**config.mk**
```make
export PLATFORM = sky130hd
export DESIGN_NAME = dfu_uart_tx
export DESIGN_NICKNAME = d
export VERILOG_FILES = /design/src/rtl/dfu_tx_pkg.sv /design/src/rtl/dfu_frame_builder.sv /design/src/rtl/dfu_bit_shifter.sv /design/src/rtl/dfu_sequencer.sv /design/src/rtl/dfu_uart_tx.sv
export SDC_FILE = /design/constraint.sdc
export NUM_CORES = 1
export LEC_CHECK = 0
export CAP_MARGIN = 10
export CORE_ASPECT_RATIO = 0.5
export CORE_MARGIN = 1
export CORE_UTILIZATION = 45
export DETAILED_ROUTE_END_ITERATION = 8
export PLACE_DENSITY = 0.67
export SYNTH_ARGS = -nofsm -noshare
export SYNTH_HDL_FRONTEND = slang
export SYNTH_SLANG_ARGS = --single-unit
```
**constraint.sdc**
```tcl
create_clock -name clk -period 3.2 [get_ports clk]
set_clock_uncertainty 0.05 [all_clocks]
set_input_delay 0.48 -clock clk [delete_from_list [all_inputs] [get_ports clk]]
set_output_delay 0.48 -clock clk [all_outputs]
set_load 0.01 [all_outputs]
```
**src/rtl/dfu_tx_pkg.sv**
```systemverilog
package dfu_tx_pkg;
  localparam int BYTE_W   = 8;
  localparam int WORD_W   = 2 * BYTE_W;
  localparam int CHAR_MAX = BYTE_W + 1;
  localparam int FRAME_W  = CHAR_MAX + 4;
  localparam int CNT_W    = $clog2(FRAME_W + 1);

  typedef enum logic [1:0] {PAR_NONE, PAR_EVEN, PAR_ODD, PAR_ZERO} parity_e;
  typedef enum logic [1:0] {ST_IDLE, ST_LEAD, ST_SEND} seq_state_e;

  typedef struct packed {
    logic [1:0] len;
    parity_e    par;
    logic       stop2;
    logic       dual;
  } tx_cfg_t;
endpackage

```
**src/rtl/dfu_frame_builder.sv**
```systemverilog
module dfu_frame_builder
  import dfu_tx_pkg::*;
#(
  parameter int BW = BYTE_W,
  parameter int WW = WORD_W,
  parameter int CM = CHAR_MAX,
  parameter int FW = FRAME_W,
  parameter int CW = CNT_W
) (
  input  logic [WW-1:0] word_i,
  input  logic          use_hi_i,
  input  tx_cfg_t       cfg_i,
  output logic [FW-1:0] frame_o,
  output logic [CW-1:0] len_o
);
  logic [CM-1:0] chr;
  logic [CM-1:0] sent;
  logic          pbit;
  int            nd;
  int            pos;

  always_comb begin
    if (cfg_i.len == 2'd0)                      nd = BW - 1;
    else if (cfg_i.len == 2'd1 || cfg_i.dual)   nd = BW;
    else                                        nd = CM;

    if (cfg_i.dual)
      chr = use_hi_i ? {{(CM-BW){1'b0}}, word_i[WW-1:BW]}
                     : {{(CM-BW){1'b0}}, word_i[BW-1:0]};
    else
      chr = word_i[CM-1:0];

    for (int i = 0; i < CM; i++) sent[i] = (i < nd) ? chr[i] : 1'b0;

    case (cfg_i.par)
      PAR_EVEN: pbit = ^sent;
      PAR_ODD:  pbit = ~^sent;
      default:  pbit = 1'b0;
    endcase

    frame_o    = '1;
    frame_o[0] = 1'b0;
    for (int i = 0; i < CM; i++)
      if (i < nd) frame_o[i+1] = chr[i];
    pos = nd + 1;
    if (cfg_i.par != PAR_NONE) begin
      frame_o[pos] = pbit;
      pos = pos + 1;
    end
    len_o = CW'(pos + (cfg_i.stop2 ? 2 : 1));
  end
endmodule

```
**src/rtl/dfu_bit_shifter.sv**
```systemverilog
module dfu_bit_shifter
  import dfu_tx_pkg::*;
#(
  parameter int FW = FRAME_W,
  parameter int CW = CNT_W
) (
  input  logic          clk,
  input  logic          rst_n,
  input  logic          load_i,
  input  logic [FW-1:0] frame_i,
  input  logic [CW-1:0] len_i,
  input  logic          adv_i,
  input  logic          stop_i,
  output logic          txd_o,
  output logic          last_o
);
  logic [FW-1:0] sreg;
  logic [CW-1:0] left;

  always_ff @(posedge clk) begin
    if (!rst_n) begin
      sreg  <= '1;
      left  <= '0;
      txd_o <= 1'b1;
    end else if (load_i) begin
      txd_o <= frame_i[0];
      sreg  <= {1'b1, frame_i[FW-1:1]};
      left  <= len_i - CW'(1);
    end else if (adv_i) begin
      txd_o <= sreg[0];
      sreg  <= {1'b1, sreg[FW-1:1]};
      left  <= left - CW'(1);
    end else if (stop_i) begin
      txd_o <= 1'b1;
    end
  end

  assign last_o = (left == '0);
endmodule

```
**src/rtl/dfu_sequencer.sv**
```systemverilog
module dfu_sequencer
  import dfu_tx_pkg::*;
(
  input  logic clk,
  input  logic rst_n,
  input  logic tick_i,
  input  logic accept_i,
  input  logic dual_i,
  input  logic last_i,
  output logic load_o,
  output logic adv_o,
  output logic stop_o,
  output logic use_hi_o,
  output logic busy_o,
  output logic done_o
);
  seq_state_e state;
  logic       second_left;

  always_comb begin
    load_o = tick_i && ((state == ST_LEAD) ||
                        (state == ST_SEND && last_i && second_left));
    adv_o  = tick_i && (state == ST_SEND) && !last_i;
    stop_o = tick_i && (state == ST_SEND) && last_i && !second_left;
  end

  always_ff @(posedge clk) begin
    if (!rst_n) begin
      state       <= ST_IDLE;
      second_left <= 1'b0;
      use_hi_o    <= 1'b0;
      done_o      <= 1'b0;
    end else begin
      done_o <= stop_o;
      case (state)
        ST_IDLE: if (accept_i) begin
          state       <= ST_LEAD;
          use_hi_o    <= 1'b0;
          second_left <= 1'b0;
        end
        ST_LEAD: if (tick_i) begin
          state       <= ST_SEND;
          second_left <= dual_i;
          use_hi_o    <= dual_i;
        end
        ST_SEND: begin
          if (load_o) second_left <= 1'b0;
          if (stop_o) state <= ST_IDLE;
        end
        default: state <= ST_IDLE;
      endcase
    end
  end

  assign busy_o = (state != ST_IDLE);
endmodule

```
**src/rtl/dfu_uart_tx.sv**
```systemverilog
module dfu_uart_tx
  import dfu_tx_pkg::*;
(
  input  logic        clk,
  input  logic        rst_n,
  input  logic        baud_tick,
  input  logic        wr_valid,
  output logic        wr_ready,
  input  logic [15:0] wr_data,
  input  logic [1:0]  cfg_len,
  input  logic [1:0]  cfg_parity,
  input  logic        cfg_stop2,
  input  logic        cfg_dual,
  output logic        txd,
  output logic        tx_busy,
  output logic        tx_done
);
  logic [WORD_W-1:0]  word_q;
  tx_cfg_t            cfg_q;
  logic               accept;
  logic               load, adv, stop, last, use_hi;
  logic [FRAME_W-1:0] frame;
  logic [CNT_W-1:0]   flen;

  assign wr_ready = !tx_busy;
  assign accept   = wr_valid && wr_ready;

  always_ff @(posedge clk) begin
    if (!rst_n) begin
      word_q <= '0;
      cfg_q  <= '0;
    end else if (accept) begin
      word_q      <= wr_data;
      cfg_q.len   <= cfg_len;
      cfg_q.par   <= parity_e'(cfg_parity);
      cfg_q.stop2 <= cfg_stop2;
      cfg_q.dual  <= cfg_dual;
    end
  end

  dfu_frame_builder u_build (
    .word_i(word_q), .use_hi_i(use_hi), .cfg_i(cfg_q),
    .frame_o(frame), .len_o(flen)
  );

  dfu_sequencer u_seq (
    .clk(clk), .rst_n(rst_n), .tick_i(baud_tick), .accept_i(accept),
    .dual_i(cfg_q.dual), .last_i(last), .load_o(load), .adv_o(adv),
    .stop_o(stop), .use_hi_o(use_hi), .busy_o(tx_busy), .done_o(tx_done)
  );

  dfu_bit_shifter u_shift (
    .clk(clk), .rst_n(rst_n), .load_i(load), .frame_i(frame), .len_i(flen),
    .adv_i(adv), .stop_i(stop), .txd_o(txd), .last_o(last)
  );
endmodule

```
==> results of run 1 <==
[path summary, 6_finish.rpt]
path                                  from                            end  slack (ns)
max                  cfg_q[5]$_SDFFE_PN0P_   u_shift.sreg[8]$_SDFFE_PN1P_        0.37
min          u_shift.sreg[11]$_SDFFE_PN1P_  u_shift.sreg[11]$_SDFFE_PN1P_        0.40
max reg2reg          cfg_q[5]$_SDFFE_PN0P_   u_shift.sreg[8]$_SDFFE_PN1P_        0.37
min reg2reg  u_shift.sreg[11]$_SDFFE_PN1P_  u_shift.sreg[11]$_SDFFE_PN1P_        0.40
[metrics by stage]
step / setup WS [ns] / hold WS [ns]
6_report: 0.367 / 0.402
5_1_grt: 0.201 / 0.437
4_1_cts: 0.379 / 0.400
3_5_place_dp: 0.410 / 0.387
3_3_place_gp: 0.493 / 0.384
2_1_floorplan: 0.508 / 0.369
[state kept, by name, indices dropped and copies added, names as in the netlist, 2 cells and up]
name,count
u_shift.sreg,12
u_shift.left,4
word_q,16
u_seq.state,2
cfg_q,6
[cell type report]
| type | count | area [um^2] | share of cell area (%) |
|---|---|---|---|
| clock buffers | 8 | 146 | 4.58 |
| flip-flops and latches | 44 | 881 | 27.6 |
| repair buffers | 36 | 343 | 10.7 |
| multi-input cells | 260 | 1680 | 52.6 |
| inverters | 14 | 52.6 | 1.65 |
| well taps | 73 | 91.3 | 2.86 |
[Yosys cell counts (2+ instances only)]
| cell | count |
|---|---|
| sky130_fd_sc_hd__a22oi_1 | 3 |
| sky130_fd_sc_hd__a21oi_1 | 16 |
| sky130_fd_sc_hd__nand2_1 | 85 |
| sky130_fd_sc_hd__or2_2 | 2 |
| sky130_fd_sc_hd__and3_1 | 6 |
| sky130_fd_sc_hd__inv_1 | 14 |
| sky130_fd_sc_hd__a21bo_1 | 2 |
| sky130_fd_sc_hd__a21boi_0 | 24 |
| sky130_fd_sc_hd__buf_2 | 6 |
| sky130_fd_sc_hd__ha_1 | 11 |
| sky130_fd_sc_hd__dfxtp_1 | 44 |
| sky130_fd_sc_hd__o21ai_0 | 11 |
| sky130_fd_sc_hd__xor2_1 | 3 |
| sky130_fd_sc_hd__nor3_1 | 3 |
| sky130_fd_sc_hd__nor2b_1 | 9 |
| sky130_fd_sc_hd__nor3b_1 | 3 |
| sky130_fd_sc_hd__o2111ai_1 | 3 |
| sky130_fd_sc_hd__clkbuf_1 | 12 |
| sky130_fd_sc_hd__nand3_1 | 6 |
| sky130_fd_sc_hd__a21oi_2 | 2 |
| sky130_fd_sc_hd__o21a_1 | 4 |
| sky130_fd_sc_hd__xnor2_1 | 9 |
| sky130_fd_sc_hd__o211a_1 | 3 |
| sky130_fd_sc_hd__and2_1 | 2 |
| sky130_fd_sc_hd__nor2_1 | 10 |
| sky130_fd_sc_hd__mux2i_1 | 11 |
| sky130_fd_sc_hd__a41oi_2 | 2 |
[power breakdown]
part	switching, mW	internal, mW
logic	0.182	0.160
clock network	0.203	0.311
registers	0.0313	0.584
total	0.417	1.06
[critical path: stages, from the launching register on]
cell,delay [ns]
sky130_fd_sc_hd__dfxtp_1,0.32
sky130_fd_sc_hd__or2_2,0.34
sky130_fd_sc_hd__ha_1,0.25
sky130_fd_sc_hd__nor2b_1,0.17
sky130_fd_sc_hd__a211o_1,0.29
sky130_fd_sc_hd__a311o_1,0.42
sky130_fd_sc_hd__nand2_2,0.15
sky130_fd_sc_hd__xor2_2,0.21
sky130_fd_sc_hd__mux2_4,0.37
sky130_fd_sc_hd__a32oi_1,0.17
[layer usage]
layer | share of wire, % | GRT usage (%) | vias up
li1 | - | - | 1204
met1 | 50 | 30.1 | 1099
met2 | 45 | 34.5 | 50
met3 | 4.7 | 4.32 | 5
met4 | 0.63 | 5.60 | 0
met5 | 0 | 0 | -
[kinds of logic (layout without fill, tap and decap cells)]
| kind of cell | Yosys count | in the layout | synth area share, % |
|---|---|---|---|
| adders and majority gates | 12 | 12 | 5.82 |
| and+or+nand+nor | 135 | 135 | 22.6 |
| AOI/OAI and AO/OA | 86 | 86 | 23.5 |
| xor gates and xnor gates | 14 | 14 | 5.08 |
| muxes | 13 | 13 | 5.03 |
| DFF | 44 | 44 | 32.5 |
| buffers and inverters | 35 | 58 | 5.54 |
==> results.txt, run 1 <==
- The flow ran to the end, and the final reports show no timing, DRC or antenna violations.
- Number of cells traversed by the worst hold path: 1
- The finished layout holds approximately 440 standard cells, fillers aside.
- Unique cell type count in the Yosys netlist: 60
* Cell Rows: 19
- Port buffering added 29 buffers.
- The die is between 100 and 150 um wide.
- Fin. max-slew vios: 0
* Number of nets in the layout: 399
- Including well taps, the total number of placed cells is 427.
* First-pass GRT wire length: between 10000 and 15000 um
* Filler instances: about 520
* Number of synthesized register bits: between 40 and 50
* Yosys top cell area share: around a third
* Static power due to leakage: about 1.3 nW
- Cell taking the most area after synthesis: sky130_fd_sc_hd__dfxtp_1
- CTS saw 44 sinks.
- The design draws 1.47 mW.
* Die area: between 6000 and 7000 um^2
* Clock slew seen by the registers of the worst setup and hold paths: 0.06 ns
* Sum of negative setup slack: 0 ns
- Root Buffer Master: sky130_fd_sc_hd__clkbuf_16
- Async set or reset register ratio after synthesis: 0%
- Height of the die: roughly 57 um
- The tightest min-delay check is of the reg2reg type.
* Number of hold violations in the final report: 0
- The worst setup path is captured at a flop.
- With fillers left out, the area of the finished cells amounts to roughly 3200 um^2.
* Worst Reg-to-Reg Cells: 9
* Total number of vias: ~2400
- Number of global-route vias before repair: 2204
* Area growth from synthesis to layout: 17.8%
- For this run, design rule violations remaining after detail routing come to 0.
- Dividing the detail-routed via count by the number of cells gives about 5.4.
- The number of gates resized after CTS was 0.
* Arr. time, crit path: 2.97 ns
- The initial antenna violation count is 0.
- Unrepaired setup endpoints after global routing: false
- Setup violators final: 0
- At the worst endpoint, the required time is around 3.3 ns.
- Total routed wirelength: 6220 um
- Total of max-cap violations: 0
- Summing the sequential cell areas from Yosys gives about a third of the chip area.
- Starting DRC count in detailed routing: around 140
- The first detailed-routing pass ran for 4 iterations.
* Number of buffers added to fix hold violations after cts: 0
- Total CTS buffers: 5
- Fraction of layout cells with a size suffix above 1: 7.73%
- The worst-case IR drop observed on VDD is approximately 0.00022 V.
- At the later pin of the worst-skew pair, clock insertion delay measures between 0.2 and 0.3 ns.
- Worst setup path category: reg2reg
* Leading cell types in the layout, fill and taps excluded: 85 x sky130_fd_sc_hd__nand2_1, 44 x sky130_fd_sc_hd__dfxtp_1, 29 x sky130_fd_sc_hd__clkdlybuf4s50_1, 24 x sky130_fd_sc_hd__a21boi_0, 16 x sky130_fd_sc_hd__a21oi_1
- Entering global routing, the biggest net connects 29 pins.
- CTS tree: done
- For the pin with the worst max-slew slack, the measured transition is between 0.9 and 1 ns.
- Subtracting the final worst setup slack from the clock period gives around 2.8 ns.
- Diodes inserted: 0
* Worst-case headroom to the max-slew limit: 39.3%
- Largest buffer count on any clock path: 2
* I/O pin count: 30
* Most common cell after layout, fill and taps aside: sky130_fd_sc_hd__nand2_1
- The number of nets in the synthesized netlist is ~380.
- Derived from the worst setup path, the maximum achievable clock frequency is 0.353 GHz.
- In the final routed layout, each cell accounts on average for between 10 and 15 um.
* Total congestion overflow after global routing: 0
- Post-route core utilization: 56.7%
* Count of flip-flops with a built-in enable after synthesis: 0
- Along the worst path, the maximum fanout reaches 6.
- The Yosys step of the flow raised 0 warnings.
- Core Footprint: roughly 5600 um^2
- Clock H-tree levels: 2
- For this run, the leading register cell type out of synthesis is sky130_fd_sc_hd__dfxtp_1.
- Mean post-synth cell area: approximately 8.0 um^2
* Power density relative to cell area: about 460 nW/um^2
* Post-detail-place hpwl: between 4000 and 5000 um
- Synthesis produced a netlist whose cell count is between 300 and 400.
- Across every metal layer, demand over resource in global routing totals a little over a fifth.
- The number of setup buffers added after CTS is 0.
- Synthesized area: ~2700 um^2
- Once detail routing completed, the nets flagged for antenna violations numbered 0.
* Synth top area cells: sky130_fd_sc_hd__dfxtp_1 33%, sky130_fd_sc_hd__nand2_1 12%, sky130_fd_sc_hd__a21boi_0 6.6%
* Share of the clock period used by the worst path after layout: around nine tenths
- Once the floorplan was initialized, standard cells occupied roughly half of the core.
* Critical path startpoint category: flop
- Once placement finished, the instance area stood at ~3000 um^2.
- RD Place Congestion: about 0.94
No activity file was read; power rests on OpenSTA's default activity.
==> run 2, diff against run 1 <==
--- a/config.mk
+++ b/config.mk
@@ -7,10 +7,10 @@
 export LEC_CHECK = 0
 export CAP_MARGIN = 10
 export CORE_ASPECT_RATIO = 0.5
-export CORE_MARGIN = 1
 export CORE_UTILIZATION = 45
 export DETAILED_ROUTE_END_ITERATION = 8
 export PLACE_DENSITY = 0.67
 export SYNTH_ARGS = -nofsm -noshare
 export SYNTH_HDL_FRONTEND = slang
+export SYNTH_HIERARCHICAL = 1
 export SYNTH_SLANG_ARGS = --single-unit
==> results.txt, run 2 <==
* Kind of capture point of the worst setup path: flop (unchanged)
* Largest registers: word_q: 16 flops, u_shift/sreg: 12 flops, cfg_q: 6 flops (was word_q: 16 flops, u_shift.sreg: 12 flops, cfg_q: 6 flops)
- CTS tree: done (unchanged)
- The unique cell type count in the Yosys netlist came to 58 (was 60).
- The category of the critical setup timing path is reg2reg (unchanged).
- Highest net fanout along the worst path: 12 (was 6)
- Largest buffer count on any clock path: 2 (unchanged)
- Number of global-route vias before repair: 2124 (was 2204)
* Starting DRC count in detailed routing: 99 (was 139)
* Iteration count of the initial detailed-routing pass: 4 (unchanged)
- The count of antenna diodes in the layout came to 0 (unchanged).
* Die area: 6650 um^2 (was 6360 um^2)
- The detailed-route via count came to 2286 (was 2358).
- Sinks on Clock Net: 44 (unchanged)
- The final number of max-transition violations came to 0 (unchanged).
- The routed wire length is 6200 um (was 6220 um).
- Unrepaired setup endpoints after global routing: false (unchanged)
- Number of synthesized register bits: 44 (unchanged)
* Status: finished, final reports clean (unchanged)
- The leftover overflow at the end of global routing came to 0 (unchanged).
- The ratio of total power to cell area came to 481 nW/um^2 (was 461 nW/um^2).
* Sum of negative setup slack: 0 ns (unchanged)
- Cell with the most instances after synthesis: sky130_fd_sc_hd__nand2_1 (unchanged)
- Number of cells in the design after placement: 424 (was 427)
- The starting density of the core was 46.7% (was 48.1%).
* Synthesized area: 2840 um^2 (was 2710 um^2)
- The shortest period the worst path allows is 2.83 ns (about the same).
- The number of non-filler instances in the completed layout came to 431 (was 435).
- First-pass GRT wire length: 10500 um (was 10800 um)
- Most flops, register: word_q (unchanged)
* Core Footprint: 6080 um^2 (was 5630 um^2)
- The number of warnings reported in the yosys synthesis log came to 6 (was 0).
- The post-CTS clock slew at the launch and capture registers of the worst setup and hold paths came to 0.06 ns (about the same).
- The clock latency on the worst-skew pair was 0.28 ns (about the same).
* Mean post-synth cell area: 8.81 um^2 (was 7.99 um^2)
- The most common library cell in the layout ignoring fill and taps is sky130_fd_sc_hd__nand2_1 (unchanged).
* Maximum clock frequency: 0.354 GHz (was 0.353 GHz)
- Post-route core utilization: 54.0% (was 56.7%)
- The number of remaining DRC errors came to 0 (unchanged).
- The flip-flop count of the largest register after layout came to 16 (unchanged).
* Area growth from synthesis to layout: 15.7% (was 17.8%)
- The half-perimeter wire length after detailed placement is 4630 um (was 4690 um).
- The root buffer cell is sky130_fd_sc_hd__clkbuf_16 (unchanged).
- The remaining antenna violation count is 0 (unchanged).
- The final hold violation count came to 0 (unchanged).
- I/O pin count: 30 (unchanged)
- Most numerous cell types in the synthesized netlist: 69 x sky130_fd_sc_hd__nand2_1, 44 x sky130_fd_sc_hd__dfxtp_1, 43 x sky130_fd_sc_hd__mux2i_1 (was 85 x sky130_fd_sc_hd__nand2_1, 44 x sky130_fd_sc_hd__dfxtp_1, 24 x sky130_fd_sc_hd__a21boi_0)
- The global router's overall resource usage was 20.4% (was 21.7%).
- Die X: 114 um (was 112 um)
- Number of nets in the layout: 377 (was 399)
- The share of cells above drive strength 1 is 12.5% (was 7.73%).
- Share of the clock period used by the worst path after layout: 88.3% (was 88.5%)
- The leading area contributor after synthesis is sky130_fd_sc_hd__dfxtp_1 (unchanged).
* WL per Instance: 14.4 um (was 14.3 um)
- The mean number of vias per cell is 5.30 (was 5.42).
- Crit path required time: 3.37 ns (was 3.34 ns)
* Count of flip-flops with a built-in enable after synthesis: 0 (unchanged)
- The arrival time of data at the critical path endpoint was 2.99 ns (was 2.97 ns).
* IO buf count: 29 (unchanged)
- The total of cells resized after clock tree synthesis was 0 (unchanged).
* Predominant post-synthesis flop cell: sky130_fd_sc_hd__dfxtp_1 (unchanged)
- The number of rows created at floorplan is 20 (was 19).
- The sequential cell area fraction in the yosys report is 31.0% (was 32.5%).
- The setup slack of the most critical reg-to-reg path came to 0.37 ns (about the same).
- The number of setup violations in the final report was 0 (unchanged).
- The count of H-tree levels built during CTS was 2 (unchanged).
- Critical path startpoint category: flop (unchanged)
- The initial antenna violation count was 0 (unchanged).
- The largest vdd supply drop was 0.000303 V (was 0.000215 V).
- Yosys top cell area share: 31.0% (was 32.5%)
- Filler instances: 569 (was 521)
- The post-synthesis cell count came to 322 (was 339).
- Slew at the pin closest to its max-slew limit: 0.760 ns (was 0.908 ns)
- The type of the most critical hold path is reg2reg (unchanged).
* Number of buffers added to fix hold violations after cts: 0 (unchanged)
- Total CTS buffers: 5 (unchanged)
- Total of max-cap violations: 0 (unchanged)
* Static power due to leakage: 1.26 nW (was 1.31 nW)
- RD Place Congestion: 0.802 (was 0.936)
- Synth top area cells: sky130_fd_sc_hd__dfxtp_1 31%, sky130_fd_sc_hd__mux2i_1 15%, sky130_fd_sc_hd__nand2_1 9.1% (was sky130_fd_sc_hd__dfxtp_1 33%, sky130_fd_sc_hd__nand2_1 12%, sky130_fd_sc_hd__a21boi_0 6.6%).
- The async set-or-reset flop fraction in the synthesized netlist was 0% (unchanged).
- Number of setup buffers added after CTS: 0 (unchanged)
* Leading cell types in the layout, fill and taps excluded: 69 x sky130_fd_sc_hd__nand2_1, 44 x sky130_fd_sc_hd__dfxtp_1, 43 x sky130_fd_sc_hd__mux2i_1, 28 x sky130_fd_sc_hd__clkdlybuf4s50_1, 13 x sky130_fd_sc_hd__mux2_2 (was 85 x sky130_fd_sc_hd__nand2_1, 44 x sky130_fd_sc_hd__dfxtp_1, 29 x sky130_fd_sc_hd__clkdlybuf4s50_1, 24 x sky130_fd_sc_hd__a21boi_0, 16 x sky130_fd_sc_hd__a21oi_1)
- Worst-case headroom to the max-slew limit: 49.3% (was 39.3%)
- Maximum number of pins on one net before global-route repair: 38 (was 29)
- Height of the die: 58.2 um (was 56.9 um)
## run 2: cell types whose count changed after synthesis, moves of 5 or more
cell | before | now
sky130_fd_sc_hd__clkbuf_1 | 12 | 4
sky130_fd_sc_hd__nor4_1 | 1 | 6
sky130_fd_sc_hd__mux2_2 | 1 | 13
sky130_fd_sc_hd__buf_2 | 6 | 12
sky130_fd_sc_hd__nand2_1 | 85 | 69
sky130_fd_sc_hd__nor2_1 | 10 | 3
sky130_fd_sc_hd__inv_1 | 14 | 5
sky130_fd_sc_hd__mux2i_1 | 11 | 43
sky130_fd_sc_hd__a21oi_1 | 16 | 5
sky130_fd_sc_hd__a21boi_0 | 24 | 1
sky130_fd_sc_hd__o21ai_0 | 11 | 6
## run 2: where the power goes
part	internal, mW	switching [mW]	total (mW)
logic	0.226	0.243	0.469
registers	0.588	0.0351	0.623
clock network	0.284	0.204	0.488
total	1.10	0.482	1.58
## run 2: routing by layer
| metal | wire length, um | global-route usage, % | vias to the layer above |
|---|---|---|---|
| li1 | - | - | 1156 |
| met1 | 3230 | 29.0 | 1096 |
| met2 | 2770 | 32.6 | 32 |
| met3 | 179 | 3.77 | 2 |
| met4 | 23 | 3.90 | 0 |
| met5 | 0 | 0 | - |
## run 2: logic make-up after synthesis
| kind of cell | after synthesis | share of synthesized area (%) |
|---|---|---|
| AND/OR/NAND/NOR | 127 | 22.6 |
| multiplexers | 61 | 22.4 |
| flip-flops | 44 | 31.0 |
| AO/OA/AOI/OAI | 33 | 8.25 |
| buffers and inverters | 30 | 6.35 |
| XOR/XNOR | 17 | 5.25 |
| adder cells (fa/ha/maj) | 8 | 3.79 |
| other | 2 | 0.265 |
## run 2: final timing paths
check,start,to,depth (start not counted)
setup / recovery,cfg_q[5]$_SDFFE_PN0P_,u_shift/sreg[6]$_SDFFE_PN1P_,12
hold / removal,word_q[7]$_SDFFE_PN0P_,word_q[7]$_SDFFE_PN0P_,2
setup reg to reg,cfg_q[5]$_SDFFE_PN0P_,u_shift/sreg[6]$_SDFFE_PN1P_,12
hold reg to reg,word_q[7]$_SDFFE_PN0P_,word_q[7]$_SDFFE_PN0P_,2
## run 2: worst max-delay path, cell delays in order (launching register included)
cell	delay (ns)
sky130_fd_sc_hd__dfxtp_1	0.36
sky130_fd_sc_hd__mux2i_1	0.19
sky130_fd_sc_hd__buf_4	0.19
sky130_fd_sc_hd__ha_1	0.20
sky130_fd_sc_hd__nand2_1	0.08
sky130_fd_sc_hd__xnor2_1	0.12
sky130_fd_sc_hd__o21ai_0	0.19
sky130_fd_sc_hd__xnor2_1	0.20
sky130_fd_sc_hd__buf_4	0.26
sky130_fd_sc_hd__mux2_4	0.32
sky130_fd_sc_hd__nor4_1	0.39
sky130_fd_sc_hd__mux2i_1	0.13
sky130_fd_sc_hd__nand2_1	0.08
## run 2: final cells by class
type | instances | area [um^2] | area share, %
repair buffers | 38 | 353 | 10.7
clock buffers | 6 | 129 | 3.93
well taps | 88 | 110 | 3.35
flip-flops and latches | 44 | 881 | 26.8
clock inverters | 1 | 5.00 | 0.152
inverters | 5 | 18.8 | 0.572
multi-input cells | 249 | 1790 | 54.4
## run 2: stage by stage
stage          hold WS (ns)  power (mW)  cell area (um^2)  setup WS [ns]
3_3_place_gp          0.394        1.09              3150          0.454
4_1_cts               0.411        1.59              3280          0.392
6_report              0.408        1.58              3280          0.375
2_1_floorplan         0.379       0.988              2840          0.373
3_5_place_dp          0.403        1.10              3150          0.409
5_1_grt               0.440        1.67              3280          0.163
==> run 3, diff against run 2 <==
--- a/config.mk
+++ b/config.mk
@@ -7,6 +7,7 @@
 export LEC_CHECK = 0
 export CAP_MARGIN = 10
 export CORE_ASPECT_RATIO = 0.5
+export CORE_MARGIN = 8
 export CORE_UTILIZATION = 45
 export DETAILED_ROUTE_END_ITERATION = 8
 export PLACE_DENSITY = 0.67
==> constraint.sdc (replaced) <==
create_clock -name clk -period 3.1 [get_ports clk]
set_clock_uncertainty 0.05 [all_clocks]
set_input_delay 0.465 -clock clk [delete_from_list [all_inputs] [get_ports clk]]
set_output_delay 0.465 -clock clk [all_outputs]
set_load 0.01 [all_outputs]
==> results.txt, run 3 (synthesis results as in run 2) <==
- Status: finished, final reports clean (unchanged)
- The number of non-filler instances in the completed layout is 433 (was 431).
- The number of setup violations in the final report is 0 (unchanged).
- The half-perimeter wire length after detailed placement is 4730 um (was 4630 um).
- The flip-flop count of the largest register after layout is 16 (unchanged).
* WL per Instance: 14.9 um (was 14.4 um)
- Maximum clock frequency: 0.360 GHz (was 0.354 GHz)
- The start point of the worst min-delay path was word_q[7]$_SDFFE_PN0P_ (unchanged).
- Crit-path cells: or2_1 -> ha_1 -> nand2_1 -> xnor2_1 -> o21ai_0 -> xnor2_1 -> mux2_1 -> or4_1 -> mux2i_1 -> nand2_1 (was mux2i_1 -> buf_4 -> ha_1 -> nand2_1 -> xnor2_1 -> o21ai_0 -> xnor2_1 -> buf_4 -> mux2_4 -> nor4_1 -> mux2i_1 -> nand2_1)
* Slew at the pin closest to its max-slew limit: 0.818 ns (was 0.760 ns)
- Most flops, register: word_q (unchanged)
- Worst setup path category: reg2reg (unchanged)
- The full die area was 9260 um^2 (was 6650 um^2).
- Number of antenna violations at the first check in global routing: 0 (unchanged)
- Static power due to leakage: 1.28 nW (was 1.26 nW)
- The global router's overall resource usage was 14.5% (was 20.4%).
- The most common library cell in the layout ignoring fill and taps is sky130_fd_sc_hd__nand2_1 (unchanged).
- Die X: 128 um (was 114 um)
* R2R Setup Slk: 0.32 ns (was 0.37 ns)
- The CTS tree is done (unchanged).
* Height of the die: 72.2 um (was 58.2 um)
- The ratio of total power to cell area is 526 nW/um^2 (was 481 nW/um^2).
- Share of the clock period used by the worst path after layout: 89.7% (was 88.3%)
- Total number of vias: 2284 (was 2286)
* Post-detailed-route DRC marker count: 0 (unchanged)
- The critical path endpoint category is a flop (unchanged).
- The number of nets in the final layout is 378 (was 377).
- Core Footprint: 6080 um^2 (unchanged)
- Crit path required time: 3.20 ns (was 3.37 ns)
- Starting density of the core: 46.7% (unchanged)
* Sum of negative setup slack: 0 ns (unchanged)
- Path type of the worst min-delay path: reg2reg (unchanged)
- The count of buffers inserted at the top-level ports came to 29 (unchanged).
* Unrepaired setup endpoints after global routing: false (unchanged)
- The number of rows created at floorplan came to 20 (unchanged).
- Number of cells traversed by the worst hold path: 2 (unchanged)
- Met1 Track Usage GR: 18.3% (was 29.0%)
* GR Layer Usage met2: 24.1% (was 32.6%)
* Number of setup buffers added after CTS: 0 (unchanged)
- Area growth from synthesis to layout: 17.3% (was 15.7%)
* Total routed wirelength: 6470 um (was 6200 um)
- The iteration count of the initial detailed-routing pass came to 4 (unchanged).
- The largest stage delay on the critical path was 0.51 ns (was 0.39 ns).
- The mean number of vias per cell is 5.27 (was 5.30).
- The cell count of the worst reg-to-reg path is 10 (was 12).
- The total of cells resized after clock tree synthesis came to 0 (unchanged).
- Post-layout min period: 2.78 ns (was 2.83 ns)
- Highest net fanout along the worst path: 8 (was 12)
- The final hold violation count came to 0 (unchanged).
* Number of cells in the design after placement: 425 (was 424)
- Filler instances: 558 (was 569)
- Total of max-cap violations: 0 (unchanged)
* Worst-case headroom to the max-slew limit: 45.5% (was 49.3%)
- The CTS buffer count is 5 (unchanged).
- Clock slew seen by the registers of the worst setup and hold paths: 0.07 ns (was 0.06 ns)
- The first-pass GRT wire length came to 10800 um (was 10500 um).
- Clock H-tree levels: 2 (unchanged)
- Worst hold path endpoint: word_q[7]$_SDFFE_PN0P_ (unchanged)
* Diodes inserted: 0 (unchanged)
- Starting DRC count in detailed routing: 108 (was 99)
- Clock insertion delay at the later pin of the skew report: 0.29 ns (was 0.28 ns)
- Maximum number of pins on one net before global-route repair: 39 (was 38)
* Largest buffer count on any clock path: 2 (unchanged)
* Worst reg2reg path startpoint: cfg_q[5]$_SDFFE_PN0P_ (unchanged)
* Largest registers: word_q: 16 flops, u_shift/sreg: 12 flops, cfg_q: 6 flops (unchanged)
* Number of global-route vias before repair: 2311 (was 2124)
- Fraction of layout cells with a size suffix above 1: 13.3% (was 12.5%)
* Leading cell types in the layout, fill and taps excluded: 69 x sky130_fd_sc_hd__nand2_1, 44 x sky130_fd_sc_hd__dfxtp_1, 43 x sky130_fd_sc_hd__mux2i_1, 28 x sky130_fd_sc_hd__clkdlybuf4s50_1, 13 x sky130_fd_sc_hd__mux2_2 (unchanged)
- Fin. max-slew vios: 0 (unchanged)
- The root buffer cell is sky130_fd_sc_hd__clkbuf_16 (unchanged).
- Sinks on Clock Net: 44 (unchanged)
- Total congestion overflow after global routing: 0 (unchanged)
- The layer with the highest usage is met2 (unchanged).
* Maximum vdd ir drop: 0.000317 V (was 0.000303 V)
- Remaining antenna violation count: 0 (unchanged)
- The hold buffer count at cts is 0 (unchanged).
- The arrival time of data at the critical path endpoint was 2.88 ns (was 2.99 ns).
- The kind of start point of the critical path was a flop (unchanged).
* Library cell contributing the largest single delay on the critical path: sky130_fd_sc_hd__or4_1 (was sky130_fd_sc_hd__nor4_1)
- Met3 global-route usage: 2.78% (was 3.77%)
- Worst R2R End: u_shift/sreg[7]$_SDFFE_PN1P_ (was u_shift/sreg[6]$_SDFFE_PN1P_)
- The global placer's final weighted congestion was 0.846 (was 0.802).
- The count of pins on the block boundary is 30 (unchanged).
==> run 3: area by class of cell <==
cell class	count	area [um^2]	share of cell area, %
clock buffer	5	125	3.76
clock inverter	3	47.5	1.43
inverter	5	18.8	0.564
multi-input combinational	249	1790	53.7
sequential	44	881	26.5
tap	88	110	3.31
timing repair buffer	39	360	10.8
==> run 3: worst max-delay path, delay by kind of cell (launching register included) <==
kind | cells | cell delay, ns
AO/OA/AOI/OAI | 1 | 0.21
XOR/XNOR | 2 | 0.32
adder cells (fa/ha/maj) | 1 | 0.26
flip-flops | 1 | 0.37
multiplexers | 2 | 0.50
AND/OR/NAND/NOR | 4 | 0.93
==> run 3: per-layer routing <==
| metal | share of wire, % | up-vias |
|---|---|---|
| met4 | 1.8 | 0 |
| met3 | 2.9 | 10 |
| met1 | 49 | 1074 |
| li1 | - | 1157 |
| met5 | 0 | - |
| met2 | 46 | 43 |
==> run 3: worst max path at each step <==
| stage | from | endpoint | slack (ns) | cells after the start |
|---|---|---|---|---|
| floorplan | cfg_q[0]$_SDFFE_PN0P_ | u_shift/sreg[7]$_SDFFE_PN1P_ | 0.27 | 11 |
| global placement | cfg_q[5]$_SDFFE_PN0P_ | u_shift/left[2]$_SDFFE_PN0P_ | 0.44 | 10 |
| detailed placement | cfg_q[4]$_SDFFE_PN0P_ | u_shift/left[3]$_SDFFE_PN0P_ | 0.37 | 9 |
| CTS | cfg_q[5]$_SDFFE_PN0P_ | u_shift/left[2]$_SDFFE_PN0P_ | 0.33 | 10 |
| global route | cfg_q[5]$_SDFFE_PN0P_ | u_shift/sreg[7]$_SDFFE_PN1P_ | 0.14 | 10 |
| finish | cfg_q[5]$_SDFFE_PN0P_ | u_shift/sreg[7]$_SDFFE_PN1P_ | 0.32 | 10 |
==> run 3: per-stage QoR <==
stage | hold WS (ns) | total power, mW | setup slack [ns] | utilization, % | instance area, um^2
6_report | 0.404 | 1.75 | 0.321 | 54.8 | 3330
2_1_floorplan | 0.379 | 1.02 | 0.273 | - | 2840
3_5_place_dp | 0.398 | 1.14 | 0.373 | 51.9 | 3160
3_3_place_gp | 0.394 | 1.12 | 0.445 | 51.9 | 3160
4_1_cts | 0.410 | 1.76 | 0.331 | 54.8 | 3330
5_1_grt | 0.433 | 1.83 | 0.139 | 54.8 | 3330
==> run 3: power breakdown <==
| group | total [mW] | switching, mW | internal (mW) | leakage [nW] |
|---|---|---|---|---|
| combinational | 0.487 | 0.251 | 0.235 | 0.838 |
| sequential | 0.644 | 0.0379 | 0.606 | 0.360 |
| clock | 0.622 | 0.238 | 0.383 | 0.0840 |
